<file path="config.mk">
export PLATFORM = sky130hd
export DESIGN_NAME = host_link_ctrl
export DESIGN_NICKNAME = d
export VERILOG_FILES = /design/src/rtl/hlc_pkg.sv /design/src/rtl/hlc_ctrl.sv /design/src/rtl/hlc_tx_path.sv /design/src/rtl/hlc_rx_path.sv /design/src/rtl/host_link_ctrl.sv
export SDC_FILE = /design/constraint.sdc
export NUM_CORES = 1
export LEC_CHECK = 0
export BUFFER_PORTS_ARGS = -buffer_cell sky130_fd_sc_hd__buf_2
export CAP_MARGIN = 5
export CORE_MARGIN = 2
export CORE_UTILIZATION = 35
export CTS_CLUSTER_SIZE = 14
export DETAILED_ROUTE_END_ITERATION = 12
export PLACE_DENSITY_LB_ADDON = 0.25
export SLEW_MARGIN = 0
export SYNTH_ARGS = -nofsm -noshare
export SYNTH_HDL_FRONTEND = slang
export SYNTH_SLANG_ARGS = --single-unit
</file>
<file path="constraint.sdc">
create_clock -name clk -period 6.4 [get_ports clk]
set_clock_uncertainty 0.05 [all_clocks]
set_input_delay 0 -clock clk [delete_from_list [all_inputs] [get_ports clk]]
set_output_delay 0 -clock clk [all_outputs]
set_load 0.02 [all_outputs]
</file>
<file path="src/rtl/hlc_pkg.sv">
package hlc_pkg;

  typedef enum logic [1:0] {
    MODE_TX = 2'b00,
    MODE_RX = 2'b01,
    MODE_WR = 2'b10,
    MODE_RD = 2'b11
  } modeT;

  typedef struct packed {
    logic txSync;
    logic txAsync;
    logic rxSync;
    logic rxAsync;
    logic regRd;
    logic regWr;
    logic idleLvl;
  } strobeT;

endpackage

</file>
<file path="src/rtl/hlc_ctrl.sv">
module hlc_ctrl
  import hlc_pkg::*;
(
  input  logic   ctlSel,
  input  logic   dirSel,
  input  logic   syncAccess,
  input  logic   uartSel,
  output strobeT strobes
);

  modeT mode;

  always_comb begin
    mode = modeT'({ctlSel, dirSel});
    strobes = '0;
    strobes.idleLvl = uartSel;
    unique case (mode)
      MODE_TX: begin
        strobes.txSync  = syncAccess;
        strobes.txAsync = !syncAccess;
      end
      MODE_RX: begin
        strobes.rxSync  = syncAccess;
        strobes.rxAsync = !syncAccess;
      end
      MODE_RD: strobes.regRd = 1'b1;
      MODE_WR: strobes.regWr = 1'b1;
      default: strobes.regWr = 1'b0;
    endcase
  end

endmodule

</file>
<file path="src/rtl/hlc_tx_path.sv">
module hlc_tx_path
  import hlc_pkg::*;
#(
  parameter int BASE_DIV = 26667,
  parameter int CNT_W    = 15
) (
  input  logic       clk,
  input  logic       rstN,
  input  strobeT     strobes,
  input  logic [1:0] baudSel,
  input  logic       txData,
  output logic       txClk,
  output logic       modBit,
  output logic       modEn,
  output logic       regWrBit
);

  logic [CNT_W-1:0] divCnt;
  logic [CNT_W-1:0] divLen;
  logic [CNT_W-1:0] divHalf;
  logic             txClkQ;
  logic             txBitQ;

  assign divLen  = CNT_W'(BASE_DIV) >> baudSel;
  assign divHalf = divLen >> 1;

  always_ff @(posedge clk) begin
    if (!rstN) begin
      divCnt <= '0;
      txClkQ <= 1'b0;
      txBitQ <= 1'b0;
    end else if (!strobes.txSync) begin
      divCnt <= '0;
      txClkQ <= 1'b0;
    end else if (divCnt >= divLen - 1'b1) begin
      divCnt <= '0;
      txClkQ <= 1'b1;
      txBitQ <= txData;
    end else begin
      divCnt <= divCnt + 1'b1;
      if (divCnt == divHalf - 1'b1) txClkQ <= 1'b0;
    end
  end

  always_comb begin
    modBit = 1'b0;
    if (strobes.txSync)       modBit = txBitQ;
    else if (strobes.txAsync) modBit = txData;
  end

  assign modEn    = strobes.txSync | strobes.txAsync;
  assign txClk    = txClkQ;
  assign regWrBit = strobes.regWr ? txData : 1'b0;

  // the modulated bit only moves on a transmit clock rise
  p_tx_hold_r3: assert property (@(posedge clk) disable iff (!rstN)
    (strobes.txSync && $past(strobes.txSync) && !$rose(txClkQ)) |-> $stable(modBit));

endmodule

</file>
<file path="src/rtl/hlc_rx_path.sv">
module hlc_rx_path
  import hlc_pkg::*;
#(
  parameter int BASE_DIV = 26667,
  parameter int CNT_W    = 15
) (
  input  logic       clk,
  input  logic       rstN,
  input  strobeT     strobes,
  input  logic [1:0] baudSel,
  input  logic       demodBit,
  input  logic       carrierOk,
  input  logic       regOutValid,
  input  logic       regOutBit,
  output logic       rxClk,
  output logic       rxData
);

  logic [CNT_W-1:0] recCnt;
  logic [CNT_W-1:0] divLen;
  logic [CNT_W-1:0] divHalf;
  logic             demodPrev;
  logic             rxClkQ;
  logic             rxBitQ;
  logic             edgeSeen;

  assign divLen   = CNT_W'(BASE_DIV) >> baudSel;
  assign divHalf  = divLen >> 1;
  assign edgeSeen = demodBit ^ demodPrev;

  always_ff @(posedge clk) begin
    if (!rstN) begin
      demodPrev <= 1'b0;
      recCnt    <= '0;
      rxClkQ    <= 1'b0;
      rxBitQ    <= 1'b0;
    end else begin
      demodPrev <= demodBit;
      if (!strobes.rxSync) begin
        recCnt <= '0;
        rxClkQ <= 1'b0;
        rxBitQ <= strobes.idleLvl;
      end else if (edgeSeen) begin
        recCnt <= '0;
        rxClkQ <= 1'b0;
      end else begin
        if (recCnt >= divLen - 1'b1) begin
          recCnt <= '0;
          rxClkQ <= 1'b0;
        end else begin
          recCnt <= recCnt + 1'b1;
        end
        if (recCnt == divHalf - 1'b1) begin
          rxClkQ <= 1'b1;
          rxBitQ <= demodBit;
        end
      end
    end
  end

  always_comb begin
    rxData = strobes.idleLvl;
    if (strobes.rxSync && carrierOk)       rxData = rxBitQ;
    else if (strobes.rxAsync && carrierOk) rxData = demodBit;
    else if (strobes.regRd && regOutValid) rxData = regOutBit;
  end

  assign rxClk = rxClkQ;

  // recovered data only changes on a recovered clock rise
  p_rx_hold_r7: assert property (@(posedge clk) disable iff (!rstN)
    (strobes.rxSync && $past(strobes.rxSync) && carrierOk && $past(carrierOk)
     && !$rose(rxClkQ)) |-> $stable(rxData));

endmodule

</file>
<file path="src/rtl/host_link_ctrl.sv">
module host_link_ctrl
  import hlc_pkg::*;
#(
  parameter int BASE_DIV = 26667,
  localparam int CNT_W   = $clog2(BASE_DIV + 1)
) (
  input  logic       clk,
  input  logic       rstN,
  input  logic       ctlSel,
  input  logic       dirSel,
  input  logic       syncAccess,
  input  logic       uartSel,
  input  logic [1:0] baudSel,
  input  logic       txData,
  output logic       bitClk,
  output logic       rxData,
  output logic       modBit,
  output logic       modEn,
  input  logic       demodBit,
  input  logic       carrierOk,
  input  logic       regOutValid,
  input  logic       regOutBit,
  output logic       regRdEn,
  output logic       regWrEn,
  output logic       regWrBit
);

  strobeT strobes;
  logic   txClk;
  logic   rxClk;

  hlc_ctrl u_ctrl (
    .ctlSel    (ctlSel),
    .dirSel    (dirSel),
    .syncAccess(syncAccess),
    .uartSel   (uartSel),
    .strobes   (strobes)
  );

  hlc_tx_path #(.BASE_DIV(BASE_DIV), .CNT_W(CNT_W)) u_tx (
    .clk     (clk),
    .rstN    (rstN),
    .strobes (strobes),
    .baudSel (baudSel),
    .txData  (txData),
    .txClk   (txClk),
    .modBit  (modBit),
    .modEn   (modEn),
    .regWrBit(regWrBit)
  );

  hlc_rx_path #(.BASE_DIV(BASE_DIV), .CNT_W(CNT_W)) u_rx (
    .clk        (clk),
    .rstN       (rstN),
    .strobes    (strobes),
    .baudSel    (baudSel),
    .demodBit   (demodBit),
    .carrierOk  (carrierOk),
    .regOutValid(regOutValid),
    .regOutBit  (regOutBit),
    .rxClk      (rxClk),
    .rxData     (rxData)
  );

  assign bitClk  = strobes.txSync ? txClk : (strobes.rxSync ? rxClk : 1'b0);
  assign regRdEn = strobes.regRd;
  assign regWrEn = strobes.regWr;

  // modulator quiet outside transmit
  p_mod_quiet_r8: assert property (@(posedge clk) disable iff (!rstN)
    (ctlSel || dirSel) |-> (!modEn && !modBit));

  // no bit clock in asynchronous access or register modes
  p_clk_quiet_r8: assert property (@(posedge clk) disable iff (!rstN)
    (ctlSel || !syncAccess) |-> !bitClk);

  // idle receive level without carrier
  p_rx_idle_r5: assert property (@(posedge clk) disable iff (!rstN)
    (!ctlSel && dirSel && !carrierOk) |-> (rxData == uartSel));

  // at most one register strobe, never together with transmit
  p_mode_excl_r1: assert property (@(posedge clk) disable iff (!rstN)
    $onehot0({modEn, regRdEn, regWrEn}));

endmodule

</file>
### Word level (Yosys, flattened, before mapping)

Cells that the tools add are included.

| cells by class | value |
|---|---|
| order comparisons | 2 |
| shift operators | 1 |
| equal/unequal tests | 7 |
| mux-type cells | 19 |
| bitwise operators | 5 |
| reduce and logical (&&, ||, !) cells | 13 |
| add/subtract/negate cells | 4 |

Operators by type and width:

| operator | count |
|---|---|
| adder 15 x 1 -> 15 bit (second input constant) | 2 |
| == test 15 bit | 2 |
| greater-or-equal comparator 15 bit | 2 |
| two-way mux 1 bit | 17 |
| >> shifter 15 x 2 -> 15 bit (first input constant) | 1 |
| subtractor 14 x 1 -> 15 bit (second input constant) | 1 |
| subtractor 15 x 1 -> 15 bit (second input constant) | 1 |
| AND reduction 2 bit | 3 |
| OR reduction 3 bit | 2 |
| == test 2 bit (second input constant) | 2 |
| two-way mux 2 bit | 2 |
| nonzero test 2 bit | 2 |
| OR reduction 4 bit | 1 |
| logical AND 1 bit | 3 |
| NOT 1 bit | 3 |
| == test 2 x 1 -> 1 bit (second input constant) | 1 |
| zero test 2 bit | 1 |
| inequality test 2 x 1 -> 1 bit (second input constant) | 1 |
| inequality test 2 bit (second input constant) | 1 |
| zero test 1 bit | 1 |
| OR 1 bit | 1 |
| XOR 1 bit | 1 |

| word-level totals | value |
|---|---|
| bits in registers | 35 |
| word-level logic and storage cells | 58 |
| output and inout port bits | 7 |

### Depth between registers and ports, before layout

Gate-level depths: netlist of the first run.

| depth | value |
|---|---|
| word-level depth | 6 |
| depth in mapped cells | 17 |
| gate-level depth less buffers | 15 |

### Modules after synthesis

A second synthesis of the first run with hierarchy kept.

| second synthesis, totals | value |
|---|---|
| cells, all modules | 338 |
| area total of the unflattened synthesis | 2813.9 um^2 |

Modules (own cells, without submodules):

| module | instances | area an instance (um^2) | seq. area each (um^2) | cells an instance |
|---|---|---|---|---|
| hlc_rx_path | 1 | 1386.3 | 360.3 | 164 |
| hlc_tx_path | 1 | 1361.3 | 340.3 | 164 |
| hlc_ctrl | 1 | 53.8 | 0.0 | 7 |
| host_link_ctrl | 1 | 12.5 | 0.0 | 3 |

### Worst setup path before layout of the first run

Ideal clock, no wire load.

| timing | value |
|---|---|
| path kind | input-to-reg |
| start point | input baudSel[1] |
| end point | register u_rx.recCnt[10] |
| setup time | 64 ps |
| slack | 3213 ps |
| arrival | 3073 ps |
| cell stages on the path | 15 |
| cell sequence | buf_2 inv_1 ha_1 nor2_1 ha_1 inv_1 or3_1 ha_1 a2111o_1 a31oi_1 o21ai_1 maj3_1 a21o_1 buf_2 nor2_1 |

| on the way | value |
|---|---|
| cells in the longest elaborated chain, start to end | 4 |

Ends and longest elaborated chain:

| item | line | RTL |
|---|---|---|
| start: declaration | host_link_ctrl.sv:13 | `input logic [1:0] baudSel,` |
| >> shifter 15 x 2 -> 15 bit | hlc_rx_path.sv:27 | `assign divLen = CNT_W'(BASE_DIV) >> baudSel;` |
| subtractor 15 x 1 -> 15 bit | hlc_rx_path.sv:47 | `if (recCnt >= divLen - 1'b1) begin` |
| greater-or-equal comparator 15 bit | hlc_rx_path.sv:47 |  |
| OR reduction 4 bit (no line) | - |  |
| end signal: assignment | hlc_rx_path.sv:51 | `recCnt <= recCnt + 1'b1;` |
| end: declaration | hlc_rx_path.sv:19 | `logic [CNT_W-1:0] recCnt;` |

No other way between the ends.
A chain may end at the register's enable or synchronous reset.

### Worst setup path after layout of the first run

| timing | value |
|---|---|
| start point | input baudSel[0] |
| end point | register u_tx.txBitQ |

| on the way | value |
|---|---|
| cells in the longest elaborated chain, start to end | 4 |

Ends and longest elaborated chain:

| item | line | RTL |
|---|---|---|
| >> shifter 15 x 2 -> 15 bit | hlc_tx_path.sv:24 | `assign divLen = CNT_W'(BASE_DIV) >> baudSel;` |
| subtractor 15 x 1 -> 15 bit | hlc_tx_path.sv:35 | `end else if (divCnt >= divLen - 1'b1) begin` |
| greater-or-equal comparator 15 bit | hlc_tx_path.sv:35 |  |
| AND reduction 2 bit (no line) | - |  |
| end signal: assignment | hlc_tx_path.sv:38 | `txBitQ <= txData;` |
| end: declaration | hlc_tx_path.sv:22 | `logic txBitQ;` |

No other way between the ends.

==> results of run 1 <==
per-stage QoR:
step | std cells | power (mW) | hold WS, ns
final | 453 | 0.439 | 0.0580
after global routing | 453 | 0.464 | 0.122
after CTS | 453 | 0.445 | 0.0561
after detailed placement | 439 | 0.293 | 0.214
after global placement | 439 | 0.293 | 0.210
after floorplan | 322 | 0.273 | 0.0326
area by class of cell:
| type | count | area (um2) |
|---|---|---|
| tap | 102 | 128 |
| multi-input combinational | 266 | 2000 |
| timing repair buffer | 27 | 175 |
| clock buffer | 6 | 72.6 |
| inverter | 17 | 63.8 |
| fill | 799 | 4580 |
| sequential | 35 | 701 |
tightest hold or removal path, stage by stage:
cell and delay, ns:
buf_2 0.13, nor2_1 0.08, nand3_1 0.10, a21oi_1 0.04
synthesized netlist by cell type, drive strengths merged (3+ instances only):
master | instances | share of area [%]
xnor2 | 37 | 12
and2 | 6 | 1.3
o2111ai | 3 | 0.94
xor2 | 18 | 5.7
buf | 3 | 0.76
maj3 | 4 | 1.5
dfxtp | 35 | 25
and3 | 9 | 2.0
nor2 | 43 | 8.1
nand2 | 22 | 3.0
ha | 39 | 17
inv | 17 | 2.3
a21oi | 8 | 1.4
mux2i | 4 | 1.4
nor3 | 11 | 2.0
a21o | 5 | 1.3
nand3 | 13 | 2.3
nor2b | 4 | 0.90
o21ai | 10 | 1.8
metal layers:
metal,GRT usage (%),routed length (um)
met4,6.13,127
met3,2.50,206
met1,19.3,3070
met2,23.8,2560
met5,0,0
state kept, by name, summed over array words and instances, names as in the netlist:
name / flops
u_tx.txClk: 1
u_tx.divCnt: 15
u_rx.rxBitQ: 1
u_rx.demodPrev: 1
u_tx.txBitQ: 1
u_rx.rxClk: 1
u_rx.recCnt: 15
cell families after synthesis:
| group | count (synthesis) |
|---|---|
| and+or+nand+nor | 124 |
| xor gates and xnor gates | 55 |
| adders and majority gates | 43 |
| AOI/OAI and AO/OA | 38 |
| DFF | 35 |
| buffers and inverters | 21 |
| muxes | 4 |
| other | 1 |
report_power, final:
group          switching, mW  total (mW)  internal [mW]
sequential           0.00104       0.220          0.219
clock                 0.0744       0.147         0.0725
combinational         0.0414      0.0720         0.0307
timing repair:
action                                 CTS  global route
endpoints found under the hold margin    4             0
gates resized for setup                  0             0
hold buffers                             8             0
final timing paths:
path,startpoint,end,slack [ns],cells past startpoint
max reg2reg,u_tx.divCnt[0],u_tx.txBitQ,3.65,10
min,ctlSel,u_tx.txClk,0.06,4
max,baudSel[0],u_tx.txBitQ,2.66,16
min reg2reg,u_rx.rxClk,u_rx.rxClk,0.44,2
placed cells by master, fill, tap and decap left out, drive strengths merged, types with 3 or more instances in the layout:
master / netlist / layout
a21o: 5 / 5
a21oi: 8 / 8
and2: 6 / 6
and3: 9 / 9
buf: 3 / 19
clkbuf: 1 / 6
dfxtp: 35 / 35
dlygate4sd3: 0 / 8
ha: 39 / 39
inv: 17 / 17
maj3: 4 / 4
mux2i: 4 / 4
nand2: 22 / 22
nand3: 13 / 13
nor2: 43 / 43
nor2b: 4 / 4
nor3: 11 / 11
o2111ai: 3 / 3
o21ai: 10 / 10
xnor2: 37 / 37
xor2: 18 / 18
==> metrics.txt, run 1 <==
status=finished clean; Die X-Extent=93.3 um; critical-path cell list=buf_2, inv_1, ha_1, nor2_1, ha_1, inv_1, or3_1, ha_1, nand2_1, o21ai_0, a21oi_1, nor4b_1, a211oi_2, o211ai_1, o31ai_1, dlygate4sd3_1; vias per cell=4.82; H-Tree Depth=2; largest net degree at the start of global routing=16; fmax=267 MHz; RSZ-0062 raised after global routing=no; initial antenna violation count=0; fin util=40.7%; worst slew pin tran=0.607 ns; Pleak=1.26 nW; Ant. Diodes=0; cts bufs inserted=5; final hold vios=0; Period minus WS final=between 3 and 4 ns; CP required=6.52 ns; asr flop ratio synth=0%; worst stage delay on the critical path=roughly 0.55 ns; post-synth cell types=between 40 and 50; drt total wl=5960 um; Post-Synth XOR/XNOR Area=17.3%; MaxCap Viol Count=0; number of global-route vias before repair=approximately 2100; post-synth design cell area=2790 um2; post-synthesis mux area share=under 10%; CP delay by family, top=simple AND/OR/NAND/NOR gates; Clock Latency Late Sink=0.28 ns; DRC violation count after routing=0; IO Pins=20; Hold Crit Class=input port to flip-flop; Core Area=7730 um2; cell count after synthesis=roughly 320; TritonRoute pass-1 iters=4; first-pass GRT wire length=about 10000 um; final net count=about 400; Routed Antenna Nets=0; Root Driver=clkbuf_8; worst-path fanout max=9; Slew HR=59.6%; Longest Clk Path Bufs=2; synthesized flop and latch total=35; post-detail-place hpwl=4530 um; Crit-path slowest cell=dlygate4sd3_1; Total GRT Usage=14.7%; Period Utilization, post-route=58.5%; startpoint type of the worst setup path=input port; Ys Warns=0; Place WS=around 2.6 ns; Arrival @ worst endpoint=3.86 ns; share of layout cells above drive strength 1=between 10 and 15%; ys flop type=dfxtp_1; pwr dens=140 nW/um2; Sum Neg Setup Slack=0 ns; Synth-to-Final Area Change=12.7%; GPL Wtd Cong=0.789; worst path bufs/invs=4; Crit Path Class=input port to flip-flop; Peak VDD IR=53.4 uV; First DRT Iteration DRCs=116; Finished Cell Area=between 3000 and 4000 um2; Via Count=around 2200; Site Rows=32; total grt overflow=0; Die Height=93.3 um; WL per Instance=between 10 and 15 um; Max Slew Vio Count=0; Final WS setup=2.66 ns; Post-synth EDFFs=0; CTS clock-pin slew for the worst setup and hold paths=approximately 0.060 ns; Crit path top cell by count=ha_1; Seq/Total Area, Yosys=25.1%; Synth Area in Compound Gates=9.11%; Cell Area, Placed=2990 um2; Syn Area/Cell=8.69 um2; initial core utilization=36.1%; largest family of logic cells by synthesized area=simple AND/OR/NAND/NOR gates; Post-Synth Simple-Gate Area=24.8%; DIE AREA=8700 um2; final setup fails=0; Adder-Cell Fraction of Synth Area=19.0%; Clock Sink Count=35; buffers added on ports=19; TritonCTS clock tree=yes; Setup crit end kind=flip-flop; Post-CTS Setup Inserts=0
(Power assumes the default switching activity.)
==> run 2: changes to the inputs <==
- ABC_AREA: default -> 1
- clock period: 6.4 -> 3.4 ns (I/O delays scaled with it)
==> run 2 against run 1 <==
Effect of this change:
- final area grew 4.9%
- synthesized area is 6.8% higher
- synthesized cell count grew 24%
- sequential share of layout area fell by 1.0 points
- register-to-register slack lost 2.4 ns
- critical path depth rose by 3
- wire length grew 11%
==> metrics.txt, run 2 <==
met2 usage=27.1% (+3.3 points); Pwr Total=0.857 mW (+95%); CTS clock-pin slew for the worst setup and hold paths=0.07 ns (about the same); Synth-to-Final Area Change=10.8%; WL per Instance=12.4 um (-5.9%); Routed Antenna Nets=0 (unchanged); synth cell count leaders=inv_1 (57), nor2_1 (54), nand2_1 (52), ha_1 (39), dfxtp_1 (35); Peak VDD IR=164 uV (+210%); TritonCTS clock tree=yes; top post-synthesis cells by area=dfxtp_1 (24%), ha_1 (16%), xor2_1 (7.9%); largest net degree at the start of global routing=16 (unchanged); IO Pins=20 (unchanged); Setup crit end kind=flip-flop; first-pass GRT wire length=11400 um (+13%); Sum Neg Setup Slack=0 ns (unchanged); Via Count=2515 (+15%); grt peak-use layer=met2; share of layout cells above drive strength 1=14.0% (+2.6 points); asr flop ratio synth=0% (unchanged); vias per cell=4.72 (-2.1%); area leader, netlist=dfxtp_1; buffers added on ports=19 (unchanged); post-synth cell types=45 (-8.2%); Arrival @ worst endpoint=3.08 ns (-0.78 ns); final setup fails=0 (unchanged); commonest cells after routing, fill and taps aside=inv_1 (57), nor2_1 (54), nand2_1 (52), ha_1 (39), dfxtp_1 (35); post-detail-place hpwl=5120 um (+13%); pwr dens=260 nW/um2 (+86%); drt total wl=6600 um (+11%); Final WS setup=0.482 ns (-2.18 ns); initial antenna violation count=0 (unchanged); Pleak=1.39 nW (+10%); Total GRT Usage=15.8% (+1.1 points); Die Height=96.2 um (+3.2%); cell count after synthesis=399 (+24%); number of global-route vias before repair=2488 (+17%); Seq/Total Area, Yosys=23.5% (-1.6 points); Longest Clk Path Bufs=2 (unchanged); most common cell after layout, fill and taps aside=inv_1; total grt overflow=0 (unchanged); First DRT Iteration DRCs=152 (+31%); Cell Area, Placed=3190 um2 (+6.6%); synthesized flop and latch total=35 (unchanged); TritonRoute pass-1 iters=4 (unchanged); initial core utilization=36.2% (+0.15 points); Ys Warns=0 (unchanged); Period minus WS final=2.92 ns; MaxCap Viol Count=0 (unchanged); DRC violation count after routing=0 (unchanged); Root Driver=clkbuf_8; Post-synth EDFFs=0 (unchanged); final net count=479 (+19%); Finished Cell Area=3300 um2 (+4.9%); Crit Path Class=input port to flip-flop; Hold Crit Class=input port to flip-flop; ys flop type=dfxtp_1; GPL Wtd Cong=0.855 (+8.4%); Clock Sink Count=35 (unchanged); CP required=3.56 ns (-2.96 ns); dpl cells=522 (+19%); met1 usage=20.0% (+0.71 points); Place WS=0.165 ns (-2.39 ns); status=finished clean; Period Utilization, post-route=about 86%; Die X-Extent=96.2 um (+3.2%); Syn Area/Cell=7.46 um2 (-14%); post-synth design cell area=2980 um2 (+6.8%); largest registers=u_rx.recCnt: 15 flops, u_tx.divCnt: 15 flops; Max Slew Vio Count=0 (unchanged); Site Rows=33 (+3.1%); cell with the most instances after synthesis=inv_1; cts bufs inserted=5 (unchanged); DIE AREA=9260 um2 (+6.5%); Ant. Diodes=0 (unchanged); fin util=40.1% (-0.53 points); Hold WS=0.0292 ns (-0.0287 ns); Clock Latency Late Sink=0.28 ns (about the same); Core Area=8220 um2 (+6.3%); worst-path fanout max=15 (+6); Post-CTS Setup Inserts=0 (unchanged); startpoint type of the worst setup path=input port; final hold vios=0 (unchanged); share of the synthesized area in the top cell type=23.5% (-1.6 points); fmax=343 MHz; H-Tree Depth=2 (unchanged); met3 Usage GRT=2.35% (-0.15 points); Layout Cells excl Fill=533 (+18%); RSZ-0062 raised after global routing=no; fill count=854 (+6.9%)
==> run 2: changes by cell type after synthesis, sizes merged, moves of 4 or more <==
cell	change
a21o	-4
a21oi	+9
and2	-6
and3	-8
inv	+41
maj3	-4
mux2i	-4
nand2	+34
nand3	+14
nand4	+5
nor2	+24
nor2b	-4
xnor2	-27
xor2	+9
==> run 2: per-layer routing <==
layer | wire (um) | part of all wire (%) | up-vias
li1 | - | - | 1350
met1 | 3310 | 50 | 1121
met2 | 3050 | 46 | 38
met3 | 146 | 2.2 | 6
met4 | 97 | 1.5 | 0
met5 | 0 | 0 | -
==> run 2: cell families after synthesis <==
family	Yosys count	share of synthesized area [%]
compound gates	44	9.03
xor+xnor	37	10.9
fa+ha+maj	39	16.4
buf+inv	62	8.53
flops	35	23.5
other cells	1	0.126
simple gates	181	31.5
==> run 2: power breakdown <==
group | switching (mW) | internal, mW | leakage, nW | total [mW]
combinational | 0.0923 | 0.0547 | 1.07 | 0.147
sequential | 0.00160 | 0.412 | 0.282 | 0.413
clock | 0.153 | 0.144 | 0.0422 | 0.297
==> run 2: repair_timing <==
item / CTS / global route
resized for setup: 0 / 0
endpoints found under the hold margin: 3 / 0
hold buffers: 3 / 0
==> run 2: cell type report <==
type	count	area [um2]	area share [%]
multi-input combinational	303	2030	61.5
sequential	35	701	21.2
inverter	58	218	6.60
timing repair buffer	24	140	4.25
tap	105	131	3.98
clock buffer	7	76.3	2.31
clock inverter	1	5.00	0.152
==> run 2: critical path, stage by stage <==
cell,delay [ns]
buf_2,0.15
inv_1,0.19
ha_1,0.28
nor2_2,0.27
inv_1,0.15
nor2_1,0.17
xor2_1,0.27
ha_1,0.31
a21oi_1,0.14
o21ai_0,0.09
nand2_1,0.06
nand2_1,0.05
o21bai_1,0.18
nor2_1,0.07
nor2_1,0.12
nand2_2,0.09
inv_2,0.07
nand2_4,0.20
a21oi_1,0.18
==> run 2: worst paths after layout <==
check | startpoint | to | slack, ns | depth (start not counted)
worst min register to register | u_rx.recCnt[0] | u_rx.recCnt[0] | 0.43 | 1
worst max-delay path | baudSel[0] | u_tx.divCnt[9] | 0.48 | 19
worst min-delay path | uartSel | u_rx.rxBitQ | 0.03 | 4
worst max register to register | u_tx.divCnt[2] | u_tx.divCnt[9] | 1.25 | 12
